==> src/rtl/twin_pwm_pkg.sv <==
package twin_pwm_pkg;
  localparam int CHANNELS = 2;
  localparam int CODE_W   = 6;
  localparam int PIN_W    = 2;

  localparam logic [CODE_W-1:0] CODE_MAX = {CODE_W{1'b1}};
  localparam logic [CODE_W-1:0] CODE_MID = CODE_W'(1) << (CODE_W - 1);

  localparam logic [PIN_W-1:0] PIN_LOW   = 2'b00;
  localparam logic [PIN_W-1:0] PIN_HIGH  = 2'b01;
  localparam logic [PIN_W-1:0] PIN_FLOAT = 2'b10;

  typedef logic [CHANNELS-1:0][CODE_W-1:0] chanCode_t;

  typedef struct packed {
    logic                run;
    logic                frameAdv;
    logic                wrapMode;
    logic [CHANNELS-1:0] stepUp;
    logic [CHANNELS-1:0] stepDown;
  } stepCmd_t;
endpackage

==> src/rtl/twin_pwm_ctrl.sv <==
module twin_pwm_ctrl
  import twin_pwm_pkg::*;
(
  input  logic                      clk,
  input  logic                      rstN,
  input  logic [CHANNELS*PIN_W-1:0] pinState,
  input  logic                      tick,
  input  logic                      shdnN,
  input  logic [CHANNELS-1:0]       incStb,
  input  logic [CHANNELS-1:0]       upReq,
  input  logic [CHANNELS-1:0]       dnReq,
  output stepCmd_t                  cmd,
  output logic                      stepMode
);
  logic [CHANNELS-1:0] pinFloat;
  logic                allFloat;

  // Decode the three-state reading of each pin.
  for (genvar p = 0; p < CHANNELS; p++) begin : g_pin
    assign pinFloat[p] = (pinState[p*PIN_W +: PIN_W] == PIN_FLOAT);
  end
  assign allFloat = &pinFloat;

  // The mode follows the pins while reset is held, then stays frozen.
  always_ff @(posedge clk) begin
    if (!rstN) stepMode <= allFloat;
  end

  always_comb begin
    cmd.run      = shdnN;
    cmd.frameAdv = shdnN & tick;
    cmd.wrapMode = ~stepMode;
    if (stepMode) begin
      cmd.stepUp   = upReq & ~dnReq & {CHANNELS{shdnN}};
      cmd.stepDown = dnReq & ~upReq & {CHANNELS{shdnN}};
    end else begin
      cmd.stepUp   = incStb & {CHANNELS{shdnN}};
      cmd.stepDown = '0;
    end
  end
endmodule

==> src/rtl/twin_pwm_datapath.sv <==
module twin_pwm_datapath
  import twin_pwm_pkg::*;
(
  input  logic                clk,
  input  logic                rstN,
  input  stepCmd_t            cmd,
  output logic [CHANNELS-1:0] pwmOut,
  output logic [CHANNELS-1:0] pwmOe,
  output logic [CODE_W-1:0]   frameCnt,
  output chanCode_t           pendCode,
  output chanCode_t           activeCode
);
  logic frameEnd;

  // Shared frame counter; it is held at zero while asleep.
  always_ff @(posedge clk) begin
    if (!rstN || !cmd.run) frameCnt <= '0;
    else if (cmd.frameAdv) frameCnt <= frameCnt + 1'b1;
  end

  assign frameEnd = cmd.frameAdv && (frameCnt == CODE_MAX);

  for (genvar c = 0; c < CHANNELS; c++) begin : g_ch
    logic [CODE_W-1:0] pendQ;
    logic [CODE_W-1:0] actQ;
    logic              atTop;
    logic              atBottom;

    assign atTop    = (pendQ == CODE_MAX);
    assign atBottom = (pendQ == '0);

    always_ff @(posedge clk) begin
      if (!rstN) begin
        pendQ <= CODE_MID;
        actQ  <= CODE_MID;
      end else begin
        if (cmd.stepUp[c]) begin
          if (!atTop || cmd.wrapMode) pendQ <= pendQ + 1'b1;
        end else if (cmd.stepDown[c]) begin
          if (!atBottom) pendQ <= pendQ - 1'b1;
        end
        if (frameEnd || !cmd.run) actQ <= pendQ;
      end
    end

    assign pendCode[c]   = pendQ;
    assign activeCode[c] = actQ;
    assign pwmOut[c]     = cmd.run && (frameCnt < actQ);
    assign pwmOe[c]      = cmd.run;
  end
endmodule

==> src/rtl/twin_pwm_dac.sv <==
module twin_pwm_dac
  import twin_pwm_pkg::*;
(
  input  logic                      clk,
  input  logic                      rstN,
  input  logic [CHANNELS*PIN_W-1:0] pinState,
  input  logic                      tick,
  input  logic                      shdnN,
  input  logic [CHANNELS-1:0]       incStb,
  input  logic [CHANNELS-1:0]       upReq,
  input  logic [CHANNELS-1:0]       dnReq,
  output logic [CHANNELS-1:0]       pwmOut,
  output logic [CHANNELS-1:0]       pwmOe,
  output logic                      pullKeep
);
  stepCmd_t          cmd;
  logic              stepMode;
  logic [CODE_W-1:0] frameCnt;
  chanCode_t         pendCode;
  chanCode_t         activeCode;

  twin_pwm_ctrl u_ctrl (
    .clk(clk), .rstN(rstN), .pinState(pinState), .tick(tick), .shdnN(shdnN),
    .incStb(incStb), .upReq(upReq), .dnReq(dnReq), .cmd(cmd), .stepMode(stepMode)
  );

  twin_pwm_datapath u_dp (
    .clk(clk), .rstN(rstN), .cmd(cmd), .pwmOut(pwmOut), .pwmOe(pwmOe),
    .frameCnt(frameCnt), .pendCode(pendCode), .activeCode(activeCode)
  );

  assign pullKeep = stepMode;
endmodule

==> config.mk <==
export PLATFORM = sky130hd
export DESIGN_NAME = twin_pwm_dac
export DESIGN_NICKNAME = d
export VERILOG_FILES = /design/src/rtl/twin_pwm_pkg.sv /design/src/rtl/twin_pwm_ctrl.sv /design/src/rtl/twin_pwm_datapath.sv /design/src/rtl/twin_pwm_dac.sv
export SDC_FILE = /design/constraint.sdc
export NUM_CORES = 1
export LEC_CHECK = 0
export BUFFER_PORTS_ARGS = -buffer_cell sky130_fd_sc_hd__buf_2
export CAP_MARGIN = 40
export CORE_MARGIN = 8
export CORE_UTILIZATION = 54
export DETAILED_ROUTE_END_ITERATION = 8
export PLACE_DENSITY_LB_ADDON = 0.25
export SYNTH_ARGS = -nofsm -noshare
export SYNTH_HDL_FRONTEND = slang
export SYNTH_SLANG_ARGS = --single-unit
==> constraint.sdc <==
create_clock -name clk -period 3.1 [get_ports clk]
set_input_delay 0.465 -clock clk [delete_from_list [all_inputs] [get_ports clk]]
set_output_delay 0.465 -clock clk [all_outputs]
set_load 0.1 [all_outputs]
Word-level counts from Yosys, hierarchy flattened

Cells that the tools add are included.

Order comparisons: 2
Eq/ne operators: 9
Add/sub/neg operators: 5
Reduce and logical (&&, ||, !) cells: 18
Bitwise gates (word level): 9
Muxes and demuxes: 9

Operators by type and width:

| kind                | number |
|---|---|
| $mux 6              | 8 |
| $add 6x1->6 const B | 3 |
| $eq 6x6->1 const B  | 3 |
| $logic_not 6->1     | 2 |
| $lt 6x6->1          | 2 |
| $sub 6x1->6 const B | 2 |
| $and 2x2->2         | 5 |
| $reduce_and 3->1    | 2 |
| $eq 2x2->1 const B  | 2 |
| $logic_not 1->1     | 4 |
| $logic_or 1x1->1    | 4 |
| $mux 4              | 1 |
| $ne 2x1->1 const B  | 2 |
| $ne 2x2->1 const B  | 2 |
| $not 2->2           | 2 |
| $reduce_bool 2->1   | 2 |
| $logic_and 1x1->1   | 3 |
| $reduce_and 2->1    | 1 |
| $and 1x1->1         | 1 |
| $not 1->1           | 1 |

Logic and storage cells: 58
Input bits: 14
Register bits after elaboration: 31
Output and inout port bits: 5

Depth between registers and ports, before layout

Gate-level depths: netlist (run 1).

Depth in word-level cells: 6
Depth in mapped cells: 8
Depth with buffers taken out: 8

Hierarchy

From an unflattened synthesis (run 1), not the netlist that was laid out.

Cell total of the unflattened synthesis: 223
Area, all modules: 1950.6 um^2

By module, submodules not included:

| module            | instances | cells an instance | seq. area each (um^2) | area an instance (um^2) |
|---|---|---|---|---|
| twin_pwm_datapath | 1         | 208               | 600.6                 | 1821.7 |
| twin_pwm_ctrl     | 1         | 15                | 30.0                  | 128.9 |

Worst setup path after synthesis (run 1)

No wires, ideal clock.

Kind: register to register
Start point: reg u_ctrl.stepMode
End point: reg u_dp.g_ch[1].pendQ[5]
Path buffers: 0
Required time: 2977 ps
Setup slack: 255 ps
Setup time: 123 ps
Arrival time: 2722 ps
Stages on the path, launching flop included: 9
Clock period less this slack: 2845 ps
Cells stage by stage: edfxtp_1 > nor2b_1 > o21ai_2 > ha_1 > a21o_1 > a21oi_1 > a21oi_1 > o21ai_2 > mux2_1

Cells in the longest elaborated chain, start to end: 4
Elaborated cells on any way between the ends: 8
Classes of those cells: eq/ne: 2; mux: 2; bitwise: 1; reduce/logical: 3

Ends and longest elaborated chain:

| element                    | line                    | RTL |
|---|---|---|
| from (decl)                | twin_pwm_ctrl.sv:13     | `output logic stepMode` |
| from (signal assigned)     | twin_pwm_ctrl.sv:26     | `if (!rstN) stepMode <= allFloat;` |
| $not 1->1                  | twin_pwm_ctrl.sv:32     | `cmd.wrapMode = ~stepMode;` |
| $logic_or 1x1->1           | twin_pwm_datapath.sv:38 | `if (!atTop \|\| cmd.wrapMode) pendQ <= pendQ + 1'b1;` |
| $ne 2x1->1 (no line)       | -                       |  |
| $reduce_and 3->1 (no line) | -                       |  |
| to (signal assigned)       | twin_pwm_datapath.sv:38 |  |
| to (signal assigned)       | twin_pwm_datapath.sv:40 | `if (!atBottom) pendQ <= pendQ - 1'b1;` |
| to (decl)                  | twin_pwm_datapath.sv:24 | `logic [CODE_W-1:0] pendQ;` |

Parallel ways exist; a longest one is shown, timed or not.
A chain may end at the register's enable or synchronous reset.

Worst setup path after layout (run 1)

Start point: reg u_dp.frameCnt[1]
End point: out pwmOut[1]

Cells in the longest elaborated chain, start to end: 2

Ends and longest elaborated chain:

| element                | line                    | RTL |
|---|---|---|
| from (decl)            | twin_pwm_datapath.sv:9  | `output logic [CODE_W-1:0] frameCnt,` |
| from (signal assigned) | twin_pwm_datapath.sv:18 | `else if (cmd.frameAdv) frameCnt <= frameCnt + 1'b1;` |
| $lt 6x6->1             | twin_pwm_datapath.sv:48 | `assign pwmOut[c] = cmd.run && (frameCnt < actQ);` |
| $logic_and 1x1->1      | twin_pwm_datapath.sv:48 |  |
| to (decl)              | twin_pwm_dac.sv:12      | `output logic [CHANNELS-1:0] pwmOut,` |

Every way passes these cells.

==> results of run 1 <==
==> power by group through the flow <==
stage	Combinational [mW]	Clock [mW]	Sequential [mW]
after floorplan	0.248	0	0.479
after global placement	0.288	0	0.488
after detailed placement	0.294	0	0.488
after CTS	0.295	0.270	0.479
after global routing	0.325	0.291	0.486
final	0.293	0.267	0.480
==> synthesized netlist by cell type (all sizes together), types with 2 or more instances <==
| library cell | number | area [µm²] |
|---|---|---|
| a211oi | 5 | 37.5 |
| a21o | 9 | 67.6 |
| a21oi | 8 | 40.0 |
| and3 | 2 | 12.5 |
| and3b | 2 | 17.5 |
| and4 | 2 | 17.5 |
| buf | 5 | 38.8 |
| clkbuf | 2 | 7.51 |
| dfxtp | 30 | 601 |
| fa | 2 | 40.0 |
| ha | 19 | 238 |
| inv | 13 | 48.8 |
| mux2i | 17 | 170 |
| nand2 | 7 | 26.3 |
| nand2b | 3 | 18.8 |
| nand3 | 2 | 10.0 |
| nand4 | 5 | 37.5 |
| nand4b | 2 | 17.5 |
| nor2 | 28 | 105 |
| nor2b | 2 | 12.5 |
| o211a | 2 | 20.0 |
| o211ai | 2 | 15.0 |
| o21ai | 10 | 68.8 |
| or3 | 2 | 12.5 |
| xnor2 | 9 | 78.8 |
| xor2 | 3 | 26.3 |
==> metrics by stage <==
step | std cells | power (mW) | hold slack (ns) | setup slack (ns)
finish | 269 | 1.04 | 0.408 | 0.454
global route | 269 | 1.10 | 0.394 | 0.314
CTS | 269 | 1.04 | 0.402 | 0.418
detailed placement | 261 | 0.782 | 0.486 | 0.514
global placement | 261 | 0.776 | 0.473 | 0.569
floorplan | 204 | 0.727 | 0.460 | 0.255
==> sequential cells by signal, summed over array words and instances (netlist names) <==
name,flops
u_dp.g_ch.pendQ,12
u_dp.frameCnt,6
u_dp.g_ch.actQ,12
u_ctrl.stepMode,1
==> worst max-delay path, stage by stage, from the launching register on <==
cell and delay, ns:
dfxtp_1 0.42, ha_1 0.26, a21o_1 0.15, a21o_1 0.17, a211oi_1 0.24, o211a_1 0.20, buf_2 0.42
==> per-layer routing <==
| metal | vias to the layer above | share of wire, % |
|---|---|---|
| met1 | 659 | 50 |
| met4 | 0 | 1.1 |
| met3 | 6 | 4.4 |
| met5 | - | 0 |
| met2 | 22 | 45 |
| li1 | 763 | - |
==> worst min-delay path by stage <==
stage,to,slack [ns]
final,u_ctrl.stepMode,0.41
after global routing,u_dp.g_ch[0].actQ[5],0.39
after CTS,u_ctrl.stepMode,0.40
after detailed placement,u_dp.g_ch[1].actQ[2],0.49
after global placement,u_dp.g_ch[1].actQ[3],0.47
after floorplan,u_dp.g_ch[0].actQ[1],0.46
==> placed cells by master, fill, tap and decap left out, drive strengths merged, types with 3 or more instances in the layout <==
cell type / Yosys / layout
ha: 19 / 19
buf: 5 / 18
mux2i: 17 / 17
inv: 13 / 13
nor2: 28 / 28
nand2: 7 / 7
a21oi: 8 / 8
clkbuf: 2 / 8
o21ai: 10 / 10
dfxtp: 30 / 30
a21o: 9 / 9
nand4: 5 / 5
xnor2: 9 / 9
a211oi: 5 / 5
nand2b: 3 / 3
xor2: 3 / 3
==> kinds of logic after synthesis <==
| logic type | after synthesis | synth area share, % |
|---|---|---|
| xor gates and xnor gates | 12 | 5.45 |
| buffers and inverters | 20 | 4.93 |
| DFF | 31 | 32.7 |
| muxes | 18 | 9.41 |
| adders and majority gates | 21 | 14.4 |
| AOI/OAI and AO/OA | 39 | 15.3 |
| and+or+nand+nor | 63 | 17.8 |
==> layout make-up <==
type / count / area [µm²] / share of cell area, %
clock buffer: 8 / 68.8 / 3.28
timing repair buffer: 18 / 90.1 / 4.29
inverter: 13 / 48.8 / 2.33
tap: 46 / 57.6 / 2.74
sequential: 31 / 631 / 30.1
multi-input combinational: 153 / 1200 / 57.3
==> impl_metrics.env, run 1 <==
export IMPL_gp_congestion=0.764
export IMPL_layout_drive_gt1_share_pct=15.2
export IMPL_cts_num_sinks=31
export IMPL_end_kind="output port"
export IMPL_synth_nets=239
export IMPL_ys_ff_latch=31
export IMPL_cts_tree="yes"
export IMPL_synth_area_per_cell_um2=9.45
export IMPL_internal_power_uw=701
export IMPL_fillers=294
export IMPL_p_leak_nw=0.909
export IMPL_hp_start="pinState[0]"
export IMPL_antenna_cells=0
export IMPL_cp_endpoint="pwmOut[1]"
export IMPL_core_um2=3390
export IMPL_worst_pin_slew_ns=0.627
export IMPL_clkPwrFrac_pct=25.7
export IMPL_cp_data_required_time_ns=2.63
export IMPL_busiest_layer="met2"
export IMPL_hold_path_class="in2reg"
export IMPL_cap_violations=0
export IMPL_initial_core_util_pct=56.9
export IMPL_stdcell_area_um2=2100
export IMPL_slew_violations=0
export IMPL_r2r_end="u_dp.g_ch[0].pendQ[5]"
export IMPL_post_drt_wl_per_cell_um=13.1
export IMPL_vias_per_cell=5.39
export IMPL_dp_hpwl_mm=2.68
export IMPL_cts_inserted_buffers=5
export IMPL_antenna_found_initial=0
export IMPL_htree_levels=2
export IMPL_outcome="finished clean"
export IMPL_cts_buffer_depth=2
export IMPL_ctsResizeCount=0
export IMPL_final_core_util_pct=61.9
export IMPL_startpoint="u_dp.frameCnt[1]"
export IMPL_rr_worst_depth=8
export IMPL_grt_pass1_wl_mm=6.03
export IMPL_clock_latency_ns=0.32
export IMPL_p_sw_share_pct=32.5
export IMPL_final_nets=257
export IMPL_setup_viol_count_final=0
export IMPL_grt_usage_pct=13.6
export IMPL_globalRouteOverflowTotal=0
export IMPL_ys_flop_type="dfxtp_1"
export IMPL_crit_fanout=5
export IMPL_drc=0
export IMPL_grt_max_degree=22
export IMPL_cp_arrival_ns=2.18
export IMPL_finalCriticalPeriod_ns=2.65
export IMPL_firstDrtPassIters=4
export IMPL_timing_fmax_ghz=0.378
export IMPL_placed_cell_area_um2=2030
export IMPL_root_buffer="clkbuf_4"
export IMPL_die_w_um=75.8
export IMPL_setup_worst_path_start_class="flop"
export IMPL_die_h_um=75.8
export IMPL_pwr_density_cell_nw_per_um2=495
export IMPL_area_delta_synth_final_pct=8.83
export IMPL_r2r_start="u_ctrl.stepMode"
export IMPL_synthCells=204
export IMPL_portBuffers=18
export IMPL_crit_type="reg2out"
export IMPL_dieArea_um2=5740
export IMPL_period_share_pct=85.4
export IMPL_use_met2_pct=21.9
export IMPL_irDropWorstVdd_mv=0.240
export IMPL_synth_warnings=0
export IMPL_finalWirelength_mm=3.52
export IMPL_finalHoldViolations=0
export IMPL_fin_skew_ns=0.00431
export IMPL_ys_async_sr_fraction_pct=0
export IMPL_reg2reg_slack_ns=0.51
export IMPL_vias=1450
export IMPL_post_cts_buffers=0
export IMPL_grt_pass1_vias=1352
export IMPL_postCtsHoldBufs=0
export IMPL_seq_power_share_pct=46.2
export IMPL_grtUsageMet3_pct=4.47
export IMPL_slew_headroom_pct=58.2
export IMPL_yosysSeqAreaShare_pct=32.7
export IMPL_path_clk_slew_ns=0.09
export IMPL_p_sw_uw=338
export IMPL_comb_power_share_pct=28.1
export IMPL_holdPathStages=2
export IMPL_row_count=21
export IMPL_synth_edf_count=1
export IMPL_final_antenna_net_count=0
export IMPL_use_met1_pct=16.8
export IMPL_io_pins=19
export IMPL_rsz0062_at_grt="false"
export IMPL_syn_area_um2=1930
export IMPL_ys_types=43
export IMPL_drt_iter0_drc=79
export IMPL_tns_ns=0
(Power assumes the default switching activity.)
==> inputs of run 2 (changes only) <==
--- a/config.mk
+++ b/config.mk
@@ -11,4 +11,5 @@
 export CORE_UTILIZATION = 54
 export DETAILED_ROUTE_END_ITERATION = 8
+export HOLD_SLACK_MARGIN = 0.12
 export PLACE_DENSITY_LB_ADDON = 0.25
 export SYNTH_ARGS = -nofsm -noshare
==> constraint.sdc (replaced) <==
create_clock -name clk -period 3.1 [get_ports clk]
set_input_delay 0.31 -clock clk [delete_from_list [all_inputs] [get_ports clk]]
set_output_delay 0.31 -clock clk [all_outputs]
set_load 0.1 [all_outputs]
==> run 2 against run 1 <==
Against the previous run:
- core utilization down 0.26 points
- largest cell class unchanged
- non-clock buffer count unchanged
- wire length rose by 1.2%
==> impl_metrics.env, run 2 (synthesis results as in run 1) <==
export IMPL_hold_ws_ns=0.238
export IMPL_initial_core_util_pct=56.9
export IMPL_vias_per_cell=5.39
export IMPL_r2r_end="u_dp.g_ch[0].pendQ[5]"
export IMPL_fin_skew_ns=0.0124
export IMPL_gp_congestion=0.757
export IMPL_irDropWorstVdd_mv=0.310
export IMPL_final_nets=257
export IMPL_cts_tree="yes"
export IMPL_startpoint="u_ctrl.stepMode"
export IMPL_row_count=21
export IMPL_r2r_start="u_ctrl.stepMode"
export IMPL_cpMostUsedCell="o21ai_1"
export IMPL_cp_arrival_ns=2.85
export IMPL_cap_violations=0
export IMPL_finalWirelength_mm=3.57
export IMPL_final_common_cell="dfxtp_1"
export IMPL_final_antenna_net_count=0
export IMPL_setup_worst_path_start_class="flop"
export IMPL_core_um2=3390
export IMPL_vias=1450
export IMPL_tns_ns=0
export IMPL_reg2reg_slack_ns=0.52
export IMPL_layout_drive_gt1_share_pct=15.2
export IMPL_finalCriticalPeriod_ns=2.58
export IMPL_cp_data_required_time_ns=3.37
export IMPL_root_buffer="clkbuf_4"
export IMPL_antenna_cells=0
export IMPL_ctsResizeCount=0
export IMPL_clock_latency_ns=0.33
export IMPL_holdPathStages=2
export IMPL_rr_worst_depth=8
export IMPL_worst_pin_slew_ns=0.667
export IMPL_pwr_density_cell_nw_per_um2=486
export IMPL_end_kind="flop"
export IMPL_antenna_found_initial=0
export IMPL_crit_type="reg2reg"
export IMPL_grt_pass1_vias=1437
export IMPL_area_delta_synth_final_pct=8.37
export IMPL_layout_common_cells="dfxtp_1 (30), nor2_1 (28), ha_1 (19), buf_2 (18), mux2i_1 (17)"
export IMPL_firstDrtPassIters=4
export IMPL_die_h_um=75.8
export IMPL_drc=0
export IMPL_outcome="finished clean"
export IMPL_grt_usage_pct=14.2
export IMPL_fin_cells=269
export IMPL_htree_levels=2
export IMPL_crit_chain="and3b_1 > o21ai_1 > ha_1 > a211oi_1 > o21ai_1 > and3_1 > or3_1 > nand3_1"
export IMPL_drt_iter0_drc=76
export IMPL_period_share_pct=83.2
export IMPL_setup_viol_count_final=0
export IMPL_timing_fmax_ghz=0.388
export IMPL_die_w_um=75.8
export IMPL_dp_hpwl_mm=2.73
export IMPL_io_pins=19
export IMPL_dieArea_um2=5740
export IMPL_cts_buffer_depth=2
export IMPL_hold_path_class="in2reg"
export IMPL_slew_headroom_pct=55.5
export IMPL_cts_inserted_buffers=5
export IMPL_critical_path_slowest_cell="o21ai_1"
export IMPL_portBuffers=18
export IMPL_p_leak_nw=0.905
export IMPL_crit_fanout=9
export IMPL_place_inst=261
export IMPL_min_to="u_dp.g_ch[0].pendQ[5]"
export IMPL_post_cts_buffers=0
export IMPL_final_core_util_pct=61.6
export IMPL_reg_largest_list="u_dp.g_ch.actQ x12, u_dp.g_ch.pendQ x12, u_dp.frameCnt x6"
export IMPL_slew_violations=0
export IMPL_postCtsHoldBufs=0
export IMPL_rsz0062_at_grt="false"
export IMPL_critical_path_top_delay_family="compound AO/OA/AOI/OAI gates"
export IMPL_finalHoldViolations=0
export IMPL_globalRouteOverflowTotal=0
export IMPL_max_stage_delay_ns=0.52
export IMPL_cp_num_buf_inv=0
export IMPL_cts_num_sinks=31
export IMPL_grt_pass1_wl_mm=6.22
export IMPL_grt_max_degree=22
export IMPL_hp_start="rstN"
export IMPL_post_drt_wl_per_cell_um=13.3
export IMPL_path_clk_slew_ns=0.10
-- run 2: layout make-up --
class,instances,area (µm²)
Clock inverter,1,5.00
Sequential cell,31,631
Inverter,13,48.8
Clock buffer,7,55.1
Tap cell,46,57.6
Timing Repair Buffer,18,90.1
Multi-Input combinational cell,153,1200
Fill cell,301,1300
-- run 2: per-stage QoR --
stage	instance area (µm²)	power, mW	worst slack, ns
2_1_floorplan	1930	0.727	0.255
3_3_place_gp	2030	0.775	0.612
3_5_place_dp	2030	0.781	0.560
4_1_cts	2090	1.03	0.516
5_1_grt	2090	1.08	0.352
6_report	2090	1.01	0.520
-- run 2: worst max-delay path by stage --
stage	cells after the start	endpoint	slack, ns
6_report	8	u_dp.g_ch[0].pendQ[5]	0.52
5_1_grt	8	u_dp.g_ch[0].pendQ[5]	0.35
3_3_place_gp	8	u_dp.g_ch[1].pendQ[5]	0.61
3_5_place_dp	8	u_dp.g_ch[0].pendQ[5]	0.56
2_1_floorplan	8	u_dp.g_ch[1].pendQ[5]	0.25
4_1_cts	8	u_dp.g_ch[0].pendQ[5]	0.52
-- run 2: per-layer routing --
layer	routed length [µm]	global-route usage, %
met1	1730	16.2
met2	1620	23.7
met3	164	4.21
met4	46	6.61
met5	0	0
-- run 2: power by group --
group / internal, mW / switching (mW)
clock network: 0.110 / 0.136
logic: 0.134 / 0.157
registers: 0.434 / 0.0447
total: 0.678 / 0.337
-- run 2: worst register-to-register path, delay by kind of cell (launching register included) --
kind                     cells  cell delay (ns)
AND/OR/NAND/NOR              4             0.79
flip-flops                   1             0.51
AO/OA/AOI/OAI                3             0.86
adder cells (fa/ha/maj)      1             0.37
==> inputs of run 3 (changes only) <==
CORE_UTILIZATION = 53   (was 54)
clock period = 2.08 ns   (was 3.1 ns; I/O delays follow)
==> run 3 against run 2 <==
Against the previous run:
- the flow now finishes with violations (negative setup slack)
- highest routed layer unchanged
- register-to-register slack worse by 0.55 ns
- sequential share of layout area down 4.3 points
- via count up 10%
- critical path depth unchanged
- critical path type unchanged
- first-iteration DRC count down 21%
- flip-flop and latch count unchanged
- clock skew up 0.0037 ns
- largest cell class unchanged
- combinational power up 99%
==> impl_metrics.env, run 3 (synthesis results as in run 1) <==
export IMPL_rsz0062_at_grt="true"
export IMPL_antenna_found_initial=0
export IMPL_finalHoldViolations=0
export IMPL_end_kind="flop"
export IMPL_core_um2=3580
export IMPL_finalWorstSetupSlack_ns=-0.0348
export IMPL_finalWirelength_mm=4.09
export IMPL_die_w_um=76.3
export IMPL_cp_data_required_time_ns=2.33
export IMPL_worst_pin_slew_ns=0.487
export IMPL_globalRouteOverflowTotal=0
export IMPL_htree_levels=2
export IMPL_cap_violations=0
export IMPL_setup_worst_path_start_class="flop"
export IMPL_drt_iter0_drc=60
export IMPL_timing_fmax_ghz=0.473
export IMPL_cts_num_sinks=31
export IMPL_grt_max_degree=13
export IMPL_cts_tree="yes"
export IMPL_dieArea_um2=5820
export IMPL_root_buffer="clkbuf_4"
export IMPL_wl_met3_um=146
export IMPL_pwr_density_cell_nw_per_um2=677
export IMPL_setup_viol_count_final=2
export IMPL_crit_type="reg2reg"
export IMPL_layout_drive_gt1_share_pct=32.9
export IMPL_grt_pass1_wl_mm=6.89
export IMPL_final_nets=280
export IMPL_cp_arrival_ns=2.36
export IMPL_rr_worst_depth=8
export IMPL_holdPathStages=3
export IMPL_period_share_pct=102
export IMPL_die_h_um=76.3
export IMPL_portBuffers=18
export IMPL_clock_latency_ns=0.35
export IMPL_p_leak_nw=1.05
export IMPL_violations="negative setup slack"
export IMPL_final_common_cell="nor2_1"
export IMPL_dp_hpwl_mm=3.08
export IMPL_post_drt_wl_per_cell_um=13.9
export IMPL_initial_core_util_pct=53.9
export IMPL_area_delta_synth_final_pct=27.8
export IMPL_grt_usage_pct=14.3
export IMPL_wl_met2_mm=1.82
export IMPL_cts_inserted_buffers=5
export IMPL_reg_largest_list="u_dp.g_ch.actQ x12, u_dp.g_ch.pendQ x12, u_dp.frameCnt x6"
export IMPL_fillers=298
export IMPL_firstDrtPassIters=4
export IMPL_gp_congestion=0.813
export IMPL_drc=0
export IMPL_grt_pass1_vias=1491
export IMPL_final_antenna_net_count=0
export IMPL_vias_per_cell=5.44
export IMPL_drt_met1_wl_mm=2.06
export IMPL_reg2reg_slack_ns=-0.03
export IMPL_stdcell_area_um2=2460
export IMPL_hold_path_class="in2reg"
export IMPL_placed_cell_area_um2=2290
export IMPL_p_total_mw=1.67
export IMPL_outcome="complete, but fails checks"
export IMPL_finalCriticalPeriod_ns=2.11
export IMPL_cts_buffer_depth=2
export IMPL_path_clk_slew_ns=0.11
export IMPL_hold_ws_ns=0.187
export IMPL_crit_fanout=6
export IMPL_irDropWorstVdd_mv=0.428
export IMPL_antenna_cells=0
export IMPL_fin_skew_ns=0.0161
export IMPL_io_pins=19
export IMPL_vias=1599
export IMPL_place_ws_ns=-0.0560
export IMPL_highest_signal_layer="met4"
export IMPL_slew_violations=0
export IMPL_slew_headroom_pct=67.7
export IMPL_row_count=22
export IMPL_layout_common_cells="nor2_1 (28), dfxtp_1 (27), buf_4 (19), mux2i_1 (17), buf_2 (16)"
==> run 3: final timing paths <==
check	from	end
max	u_ctrl.stepMode	u_dp.g_ch[1].pendQ[5]
min	tick	u_dp.frameCnt[0]
max reg2reg	u_ctrl.stepMode	u_dp.g_ch[1].pendQ[5]
min reg2reg	u_dp.g_ch[1].actQ[5]	u_dp.g_ch[1].actQ[5]
==> run 3: through the flow <==
step	setup TNS [ns]	util [%]	instances
2_1_floorplan	-3.76	-	204
3_3_place_gp	-0.00895	64.1	281
3_5_place_dp	-0.142	64.1	281
4_1_cts	-0.0878	67.9	293
5_1_grt	-0.470	68.9	294
6_report	-0.0353	68.9	294
==> run 3: layer usage <==
metal	track usage, %	vias to the layer above
met1	18.8	761
met3	3.54	6
met2	21.4	28
li1	-	804
met4	6.35	0
met5	0	-
==> run 3: final cells by class <==
class                   count  area (µm²)  area share (%)
clock buffers               5        37.5            1.52
clock inverters             3        18.8           0.761
inverters                  13        48.8            1.98
multi-input cells         153        1360            55.1
flip-flops and latches     31         637            25.8
well taps                  48        60.1            2.44
repair buffers             41         304            12.3
==> run 3: report_power, final <==
| group | internal, mW | total (mW) | switching [mW] |
|---|---|---|---|
| logic | 0.305 | 0.580 | 0.275 |
| clock network | 0.130 | 0.370 | 0.240 |
| registers | 0.646 | 0.720 | 0.0738 |
| total | 1.08 | 1.67 | 0.588 |
==> run 3: critical path, stage by stage, from the launching register on <==
cell and delay (ns):
edfxtp_1 0.44, and3b_1 0.23, o21ai_4 0.23, ha_4 0.25, a21o_1 0.16, a21oi_2 0.15, and3_1 0.18, o21ai_2 0.07
mux2_4 0.30
==> run 3: repair_timing <==
action,in CTS,in global routing
gates resized for setup,11,7
hold buffers,3,0
setup endpoints to repair,5,6
buffers inserted,1,1
pin swaps,19,5
hold endpoints to repair,3,0
